`src/rtl/pm_evt_pkg.sv`:
```
package pm_evt_pkg;

    localparam int BUS_W = 32;
    localparam int REG_W = 16;
    localparam int ADDR_W = 6;

    // status bit positions
    localparam int ST_TMR  = 0;
    localparam int ST_PWR  = 8;
    localparam int ST_RTC  = 10;
    localparam int ST_WAKE = 15;

    localparam logic [REG_W-1:0] IRQ_MASK = 16'h0521;
    localparam logic [REG_W-1:0] ST_IMPL  = 16'h8501;

    // control fields
    localparam int CT_SUSP = 13;

    // word indices
    localparam logic [3:0] WD_EVT = 4'd0;
    localparam logic [3:0] WD_CTL = 4'd1;
    localparam logic [3:0] WD_TMR = 4'd2;

    typedef enum logic [1:0] {
        SLP_NONE = 2'd0,
        SLP_OFF  = 2'd1,
        SLP_RAM  = 2'd2
    } slp_act_e;

    typedef struct packed {
        logic [REG_W-1:0] sts;
        logic [REG_W-1:0] en;
        logic [REG_W-1:0] ctl;
    } pm_regs_t;

    typedef struct packed {
        logic             sts_wr;
        logic             en_wr;
        logic             ctl_wr;
        logic [3:0]       be;
        logic [BUS_W-1:0] data;
    } wr_req_t;

    function automatic slp_act_e decode_sleep(input logic strobe, input logic [2:0] typ);
        if (!strobe)
            return SLP_NONE;
        case (typ)
            3'd0:    return SLP_OFF;
            3'd1:    return SLP_RAM;
            default: return SLP_NONE;
        endcase
    endfunction

    function automatic logic [REG_W-1:0] byte_merge(input logic [REG_W-1:0] old_v,
                                                    input logic [REG_W-1:0] new_v,
                                                    input logic [1:0] be);
        logic [REG_W-1:0] r;
        r = old_v;
        for (int b = 0; b < 2; b++)
            if (be[b])
                r[b*8 +: 8] = new_v[b*8 +: 8];
        return r;
    endfunction

endpackage

```
`src/rtl/pm_tick_timer.sv`:
```
module pm_tick_timer #(
    parameter int CNT_W = 32
) (
    input  logic             clk,
    input  logic             rst,
    input  logic             tick,
    output logic [CNT_W-1:0] count
);
    always_ff @(posedge clk) begin
        if (rst)
            count <= '0;
        else if (tick)
            count <= count + CNT_W'(1);
    end
endmodule

```
`src/rtl/pm_evt_regs.sv`:
```
module pm_evt_regs
    import pm_evt_pkg::*;
#(
    parameter int TMR_W = 24,
    parameter int CNT_W = 32
) (
    input  logic             clk,
    input  logic             rst,
    input  wr_req_t          wr,
    input  logic             pwr_evt,
    input  logic             rtc_evt,
    input  logic [CNT_W-1:0] count,
    output pm_regs_t         regs,
    output logic [CNT_W-1:0] thr,
    output logic             irq,
    output logic             soft_off,
    output logic             str
);
    localparam logic [CNT_W-1:0] HALF    = CNT_W'(1) << (TMR_W - 1);
    localparam logic [CNT_W-1:0] THR_RST = (CNT_W'(1) << TMR_W) - CNT_W'(1);

    logic [REG_W-1:0] clr_v, set_v, sts_d, en_d, ctl_d, ctl_w;
    logic             rearm, ovf_hit;
    slp_act_e         act;

    always_comb begin
        clr_v = '0;
        if (wr.sts_wr) begin
            if (wr.be[0]) clr_v[7:0]  = wr.data[7:0];
            if (wr.be[1]) clr_v[15:8] = wr.data[15:8];
        end
        rearm   = clr_v[ST_TMR] & regs.sts[ST_TMR];
        ovf_hit = (count >= thr) && !rearm;
        act     = decode_sleep(wr.ctl_wr && wr.be[1] && wr.data[CT_SUSP], wr.data[12:10]);

        set_v          = '0;
        set_v[ST_TMR]  = ovf_hit;
        set_v[ST_PWR]  = pwr_evt || (act == SLP_RAM);
        set_v[ST_RTC]  = rtc_evt;
        set_v[ST_WAKE] = (act == SLP_RAM);

        sts_d = ((regs.sts & ~clr_v) | set_v) & ST_IMPL;
        en_d  = wr.en_wr ? byte_merge(regs.en, wr.data[31:16], wr.be[3:2]) : regs.en;
        ctl_w = wr.data[15:0];
        ctl_w[CT_SUSP] = 1'b0;
        ctl_d = wr.ctl_wr ? byte_merge(regs.ctl, ctl_w, wr.be[1:0]) : regs.ctl;
    end

    always_ff @(posedge clk) begin
        if (rst) begin
            regs     <= '0;
            thr      <= THR_RST;
            irq      <= 1'b0;
            soft_off <= 1'b0;
            str      <= 1'b0;
        end else begin
            regs.sts <= sts_d;
            regs.en  <= en_d;
            regs.ctl <= ctl_d;
            if (rearm)
                thr <= (count + HALF) & ~(HALF - CNT_W'(1));
            irq      <= |(regs.sts & regs.en & IRQ_MASK);
            soft_off <= (act == SLP_OFF);
            str      <= (act == SLP_RAM);
        end
    end
endmodule

```
`src/rtl/pm_reg_read.sv`:
```
module pm_reg_read
    import pm_evt_pkg::*;
#(
    parameter int TMR_W = 24
) (
    input  logic             rd,
    input  logic             ok,
    input  logic [3:0]       word,
    input  pm_regs_t         regs,
    input  logic [TMR_W-1:0] tmr,
    output logic [BUS_W-1:0] rdata
);
    always_comb begin
        rdata = '1;
        if (rd && ok) begin
            case (word)
                WD_EVT:  rdata = {regs.en, regs.sts};
                WD_CTL:  rdata = {16'hFFFF, regs.ctl};
                WD_TMR:  rdata = BUS_W'(tmr);
                default: rdata = '1;
            endcase
        end
    end
endmodule

```
`src/rtl/pm_evt_ctrl.sv`:
```
module pm_evt_ctrl
    import pm_evt_pkg::*;
#(
    parameter int TMR_W = 24,
    parameter int CNT_W = TMR_W + 8
) (
    input  logic        clk,
    input  logic        rst,
    input  logic        io_en,
    input  logic        tick_en,
    input  logic        pwrbtn_evt,
    input  logic        rtc_evt,
    input  logic        reg_rd,
    input  logic        reg_wr,
    input  logic [5:0]  reg_addr,
    input  logic [3:0]  reg_be,
    input  logic [31:0] reg_wdata,
    output logic [31:0] reg_rdata,
    output logic        irq_level,
    output logic        soft_off_req,
    output logic        str_req
);
    logic             acc_ok;
    logic [3:0]       word;
    wr_req_t          wr;
    pm_regs_t         regs;
    logic [CNT_W-1:0] count;
    logic [CNT_W-1:0] thr;
    logic [REG_W-1:0] sts_w, en_w;

    assign acc_ok = io_en && (reg_addr[1:0] == 2'b00);
    assign word   = reg_addr[5:2];

    always_comb begin
        wr.be     = reg_be;
        wr.data   = reg_wdata;
        wr.sts_wr = reg_wr && acc_ok && (word == WD_EVT) && |reg_be[1:0];
        wr.en_wr  = reg_wr && acc_ok && (word == WD_EVT) && |reg_be[3:2];
        wr.ctl_wr = reg_wr && acc_ok && (word == WD_CTL) && |reg_be[1:0];
    end

    pm_tick_timer #(.CNT_W(CNT_W)) u_tmr (
        .clk(clk), .rst(rst), .tick(tick_en), .count(count)
    );

    pm_evt_regs #(.TMR_W(TMR_W), .CNT_W(CNT_W)) u_regs (
        .clk(clk), .rst(rst), .wr(wr), .pwr_evt(pwrbtn_evt), .rtc_evt(rtc_evt),
        .count(count), .regs(regs), .thr(thr), .irq(irq_level),
        .soft_off(soft_off_req), .str(str_req)
    );

    pm_reg_read #(.TMR_W(TMR_W)) u_rd (
        .rd(reg_rd), .ok(acc_ok), .word(word), .regs(regs),
        .tmr(count[TMR_W-1:0]), .rdata(reg_rdata)
    );

    assign sts_w = regs.sts;
    assign en_w  = regs.en;
endmodule

```
`config.mk`:
```
export PLATFORM = sky130hd
export DESIGN_NAME = pm_evt_ctrl
export DESIGN_NICKNAME = d
export VERILOG_FILES = /design/src/rtl/pm_evt_pkg.sv /design/src/rtl/pm_tick_timer.sv /design/src/rtl/pm_evt_regs.sv /design/src/rtl/pm_reg_read.sv /design/src/rtl/pm_evt_ctrl.sv
export SDC_FILE = /design/constraint.sdc
export NUM_CORES = 1
export LEC_CHECK = 0
export CORE_MARGIN = 2
export CORE_UTILIZATION = 30
export CTS_CLUSTER_DIAMETER = 100
export CTS_CLUSTER_SIZE = 10
export DETAILED_ROUTE_END_ITERATION = 12
export DONT_BUFFER_PORTS = 1
export HOLD_SLACK_MARGIN = 0.15
export SLEW_MARGIN = 15
export SYNTH_ARGS = -nofsm -noshare
export SYNTH_HDL_FRONTEND = slang
export SYNTH_SLANG_ARGS = --single-unit
```
`constraint.sdc`:
```
create_clock -name clk -period 2.3 [get_ports clk]
set_input_delay 0.115 -clock clk [delete_from_list [all_inputs] [get_ports clk]]
set_output_delay 0.115 -clock clk [all_outputs]
set_load 0.01 [all_outputs]
```
==> metrics.csv <==
metric,value,unit
Hold Path End,u_regs.thr[26]$_SDFFE_PP0P_,
Clk pwr share,0.487,
Setup CP Type,input port to register,
R2R depth,7,
Yosys reg bits,80,
clock slew at reported path FFs,0.06,ns
Critical Path Sink Type,register,
Final Setup Violations,0,
input/output buffers,0,
Layout Nets,668,
"Distinct cells, synth",49,
Cell Rows,44,
Fin Setup TNS,0,ns
Synth Area in Adders,0.0957,
"most used cell, CP",nand2_1,
worst-path maximum fanout,14,
Die ar.,15800,µm²
number of synthesized flops with an enable pin,0,
power density over the cells,538,nW/µm²
pre-CTS setup slack,0.0865,ns
Net Sw Power,0.664,mW
Synth area leaders,"dfxtp_1 (36%), ha_1 (9.6%), nand2_1 (6.0%), a21oi_1 (5.4%), nand3_1 (4.4%)",
mux contribution to synthesized area,0.0203,
GRT Total Usage,0.152,
worst-margin pin slew,0.666,ns
Post-DRT Antenna Nets,0,
flop2flop setup slack,0.19,ns
period utilization,0.929,
Int Power,2.34,mW
Die Height,126,µm
Residual DRC,0,
async set or reset register ratio after synthesis,0,
Worst VDD drop,0.423,mV
share of post-route cells with drive strength above 1,0.0866,
XOR/XNOR Fraction of Synth Area,0.0532,
syn avg cell area,8.40,µm²
initial antenna violation count,0,
worst path required time,2.53,ns
DR vias,4144,
maximum number of pins on one net before global-route repair,82,
status,finished clean,
first-pass GRT wire length,19.6,mm
Worst Hold Depth,3,
final hold vios,0,
Worst R2R Start,u_tmr.count[0]$_SDFFE_PP0P_,
HP Start,reg_be[0],
"CP delay by family, top",simple AND/OR/NAND/NOR gates,
worst path bufs/invs,2,
Syn Nets,613,
"Slew Viols, Final",0,
Via density,5.36,
Worst R2R End,u_regs.regs[32]$_SDFF_PP0_,
Area growth syn-to-layout,25.4,%
highest clock rate,468,MHz
Max Root-Sink Buffers,2,
Comb pwr share,0.046,
DRT iter0 DRCs,284,
crit-path cells,nor4_2 -> buf_4 -> and2_1 -> nand2_1 -> nand2_1 -> a21oi_1 -> dlygate4sd3_1,
fillcell total,1467,
Post-DP HPWL,8.21,mm
Synth Cell Area,4450,µm²
CP Launch Type,input port,
Tmin final,2.14,ns
clock tree sinks,80,
Worst Hold Slack,0.168,ns
cell count after synthesis,529,
post-synthesis simple-gate area fraction,0.252,
final setup margin,0.164,ns
Synth warnings,0,
First-pass DRT Iterations,5,
Leak Pwr,2.05,nW
worst-skew pair later-pin latency,0.34,ns
vias in the first global route,3951,
CTS tree,built,
max_slew headroom,0.556,
crit path DAT,2.37,ns
Synth area leader,dfxtp_1,
Worst path max stage delay,0.56,ns
antenna fix cells,0,
sequential share of power,0.467,
root buffer cell,clkbuf_16,
skew final,0.00897,ns
CTS Buf Count,9,
Post-synth top flop,dfxtp_1,
Die X-Extent,126,µm
share of Yosys cell area claimed by the top area cell type,0.360,
total grt overflow,0,
routed len/inst,15.6,µm
Compound-Gate Fraction of Synth Area,0.170,
Initial Util,0.307,
H-tree depth,3,
largest family of logic cells by synthesized area,simple AND/OR/NAND/NOR gates,
register area share after synthesis,0.360,
Top Ports,85,
highest-delay cell along the critical path,dlygate4sd3_1,
Net Sw Frac,0.221,
final WL,12.1,mm
max-capacitance violation count,0,
Hold/Removal Path Class,input port to register,
RD Place Congestion,0.815,
core area,14500,µm²
-- worst max-delay path by stage --
stage	startpoint	to	cells past startpoint
global route	u_tmr.count[0]$_SDFFE_PP0P_	u_regs.regs[32]$_SDFF_PP0_	7
CTS	u_regs.thr[22]$_SDFFE_PP1P_	u_regs.regs[32]$_SDFF_PP0_	7
detailed placement	u_regs.thr[22]$_SDFFE_PP1P_	u_regs.regs[32]$_SDFF_PP0_	7
floorplan	u_regs.thr[22]$_SDFFE_PP1P_	u_regs.regs[32]$_SDFF_PP0_	7
finish	reg_addr[5]	u_regs.regs[28]$_SDFFE_PP0P_	7
global placement	u_regs.thr[22]$_SDFFE_PP1P_	u_regs.regs[32]$_SDFF_PP0_	7
-- flip-flops by register name, summed over array words and instances (netlist names) --
register and count:
u_regs.thr 10, u_regs.regs 35, u_regs.str 1, u_regs.irq 1
u_regs.soft_off 1, u_tmr.count 32
-- logic make-up (layout without fill, tap and decap cells) --
kind of cell	after synthesis	after routing
and+or+nand+nor	218	218
muxes	9	9
AOI/OAI and AO/OA	115	115
buffers and inverters	46	106
DFF	80	80
xor gates and xnor gates	27	27
adders and majority gates	34	34
-- worst register-to-register path: cells and delay by family (launching register included) --
family,cells,cell delay [ns]
fa+ha+maj,1,0.29
simple gates,2,0.41
flops,1,0.46
buf+inv,1,0.07
compound gates,3,0.77
-- synthesized netlist by cell type, types with 2 or more instances --
library cell,count
dfxtp_1,80
nand2_1,71
a21oi_1,48
nor2_1,46
nand3_1,39
ha_1,34
clkbuf_1,20
inv_1,17
xor2_1,16
a22oi_1,15
nand4_1,12
a21o_1,11
xnor2_1,11
mux2i_1,9
a221o_1,8
o21ai_0,8
o31ai_1,8
a211oi_1,7
and4_1,7
or4_1,7
and3_1,4
buf_2,4
a2111oi_0,3
a211o_1,3
and2_1,3
nor4_1,3
nor4b_1,3
or2_1,3
or2_2,3
and4_2,2
buf_6,2
clkbuf_8,2
nand2b_1,2
nand3b_1,2
or3_1,2
-- power groups by stage --
stage                     clock, mW  combinational [mW]  sequential (mW)
after detailed placement          0              0.0508             1.43
final                          1.46               0.138             1.40
after CTS                      1.50               0.136             1.40
after global placement            0              0.0507             1.43
after floorplan                   0              0.0665             1.43
after global routing           1.56               0.150             1.40
-- placed cells by master, fill, tap and decap left out, types with 4 or more instances in the layout --
master and count:
nor2_1 46, and3_1 4, nand2_1 71, dlygate4sd3_1 56, xor2_1 16, a21o_1 11, inv_1 16, a22oi_1 15
nand4_1 12, a221o_1 8, or4_1 7, dfxtp_1 79, a21oi_1 48, o31ai_1 8, mux2i_1 9, xnor2_1 11
clkbuf_16 9, o21ai_0 8, a211oi_1 7, ha_1 34, buf_4 15, nand3_1 39, and4_1 7
-- layer usage --
layer	GRT usage	routed length, µm	vias to the layer above	share of wire
met2	0.243	5520	137	0.46
met1	0.197	5690	1952	0.47
met5	0	0	-	0
met3	0.0416	624	23	0.052
li1	-	-	2032	-
met4	0.0537	239	0	0.020
-- final cells by class --
cell class | count | area, µm² | area share
Timing Repair inverter | 1 | 7.51 | 0.00135
Tap cell | 184 | 230 | 0.0413
Timing Repair Buffer | 72 | 701 | 0.126
Clock buffer | 10 | 239 | 0.0429
Inverter | 17 | 67.6 | 0.0121
Sequential cell | 80 | 1600 | 0.288
Clock inverter | 6 | 68.8 | 0.0123
Multi-Input combinational cell | 403 | 2660 | 0.477
-- metrics by stage --
stage,util,total power [mW],cell area (µm²),instances
2_1_floorplan,-,1.50,4450,529
3_3_place_gp,0.321,1.48,4640,697
3_5_place_dp,0.321,1.48,4640,697
4_1_cts,0.383,3.04,5540,770
5_1_grt,0.385,3.11,5570,773
6_report,0.385,3.00,5570,773
-- timing repair --
action	CTS	global route
hold buffers	57	0
hold endpoints to repair	80	0
gates resized for setup	0	5
setup endpoints to repair	0	1
setup buffers	0	2
No activity file was read; power rests on OpenSTA's default activity.
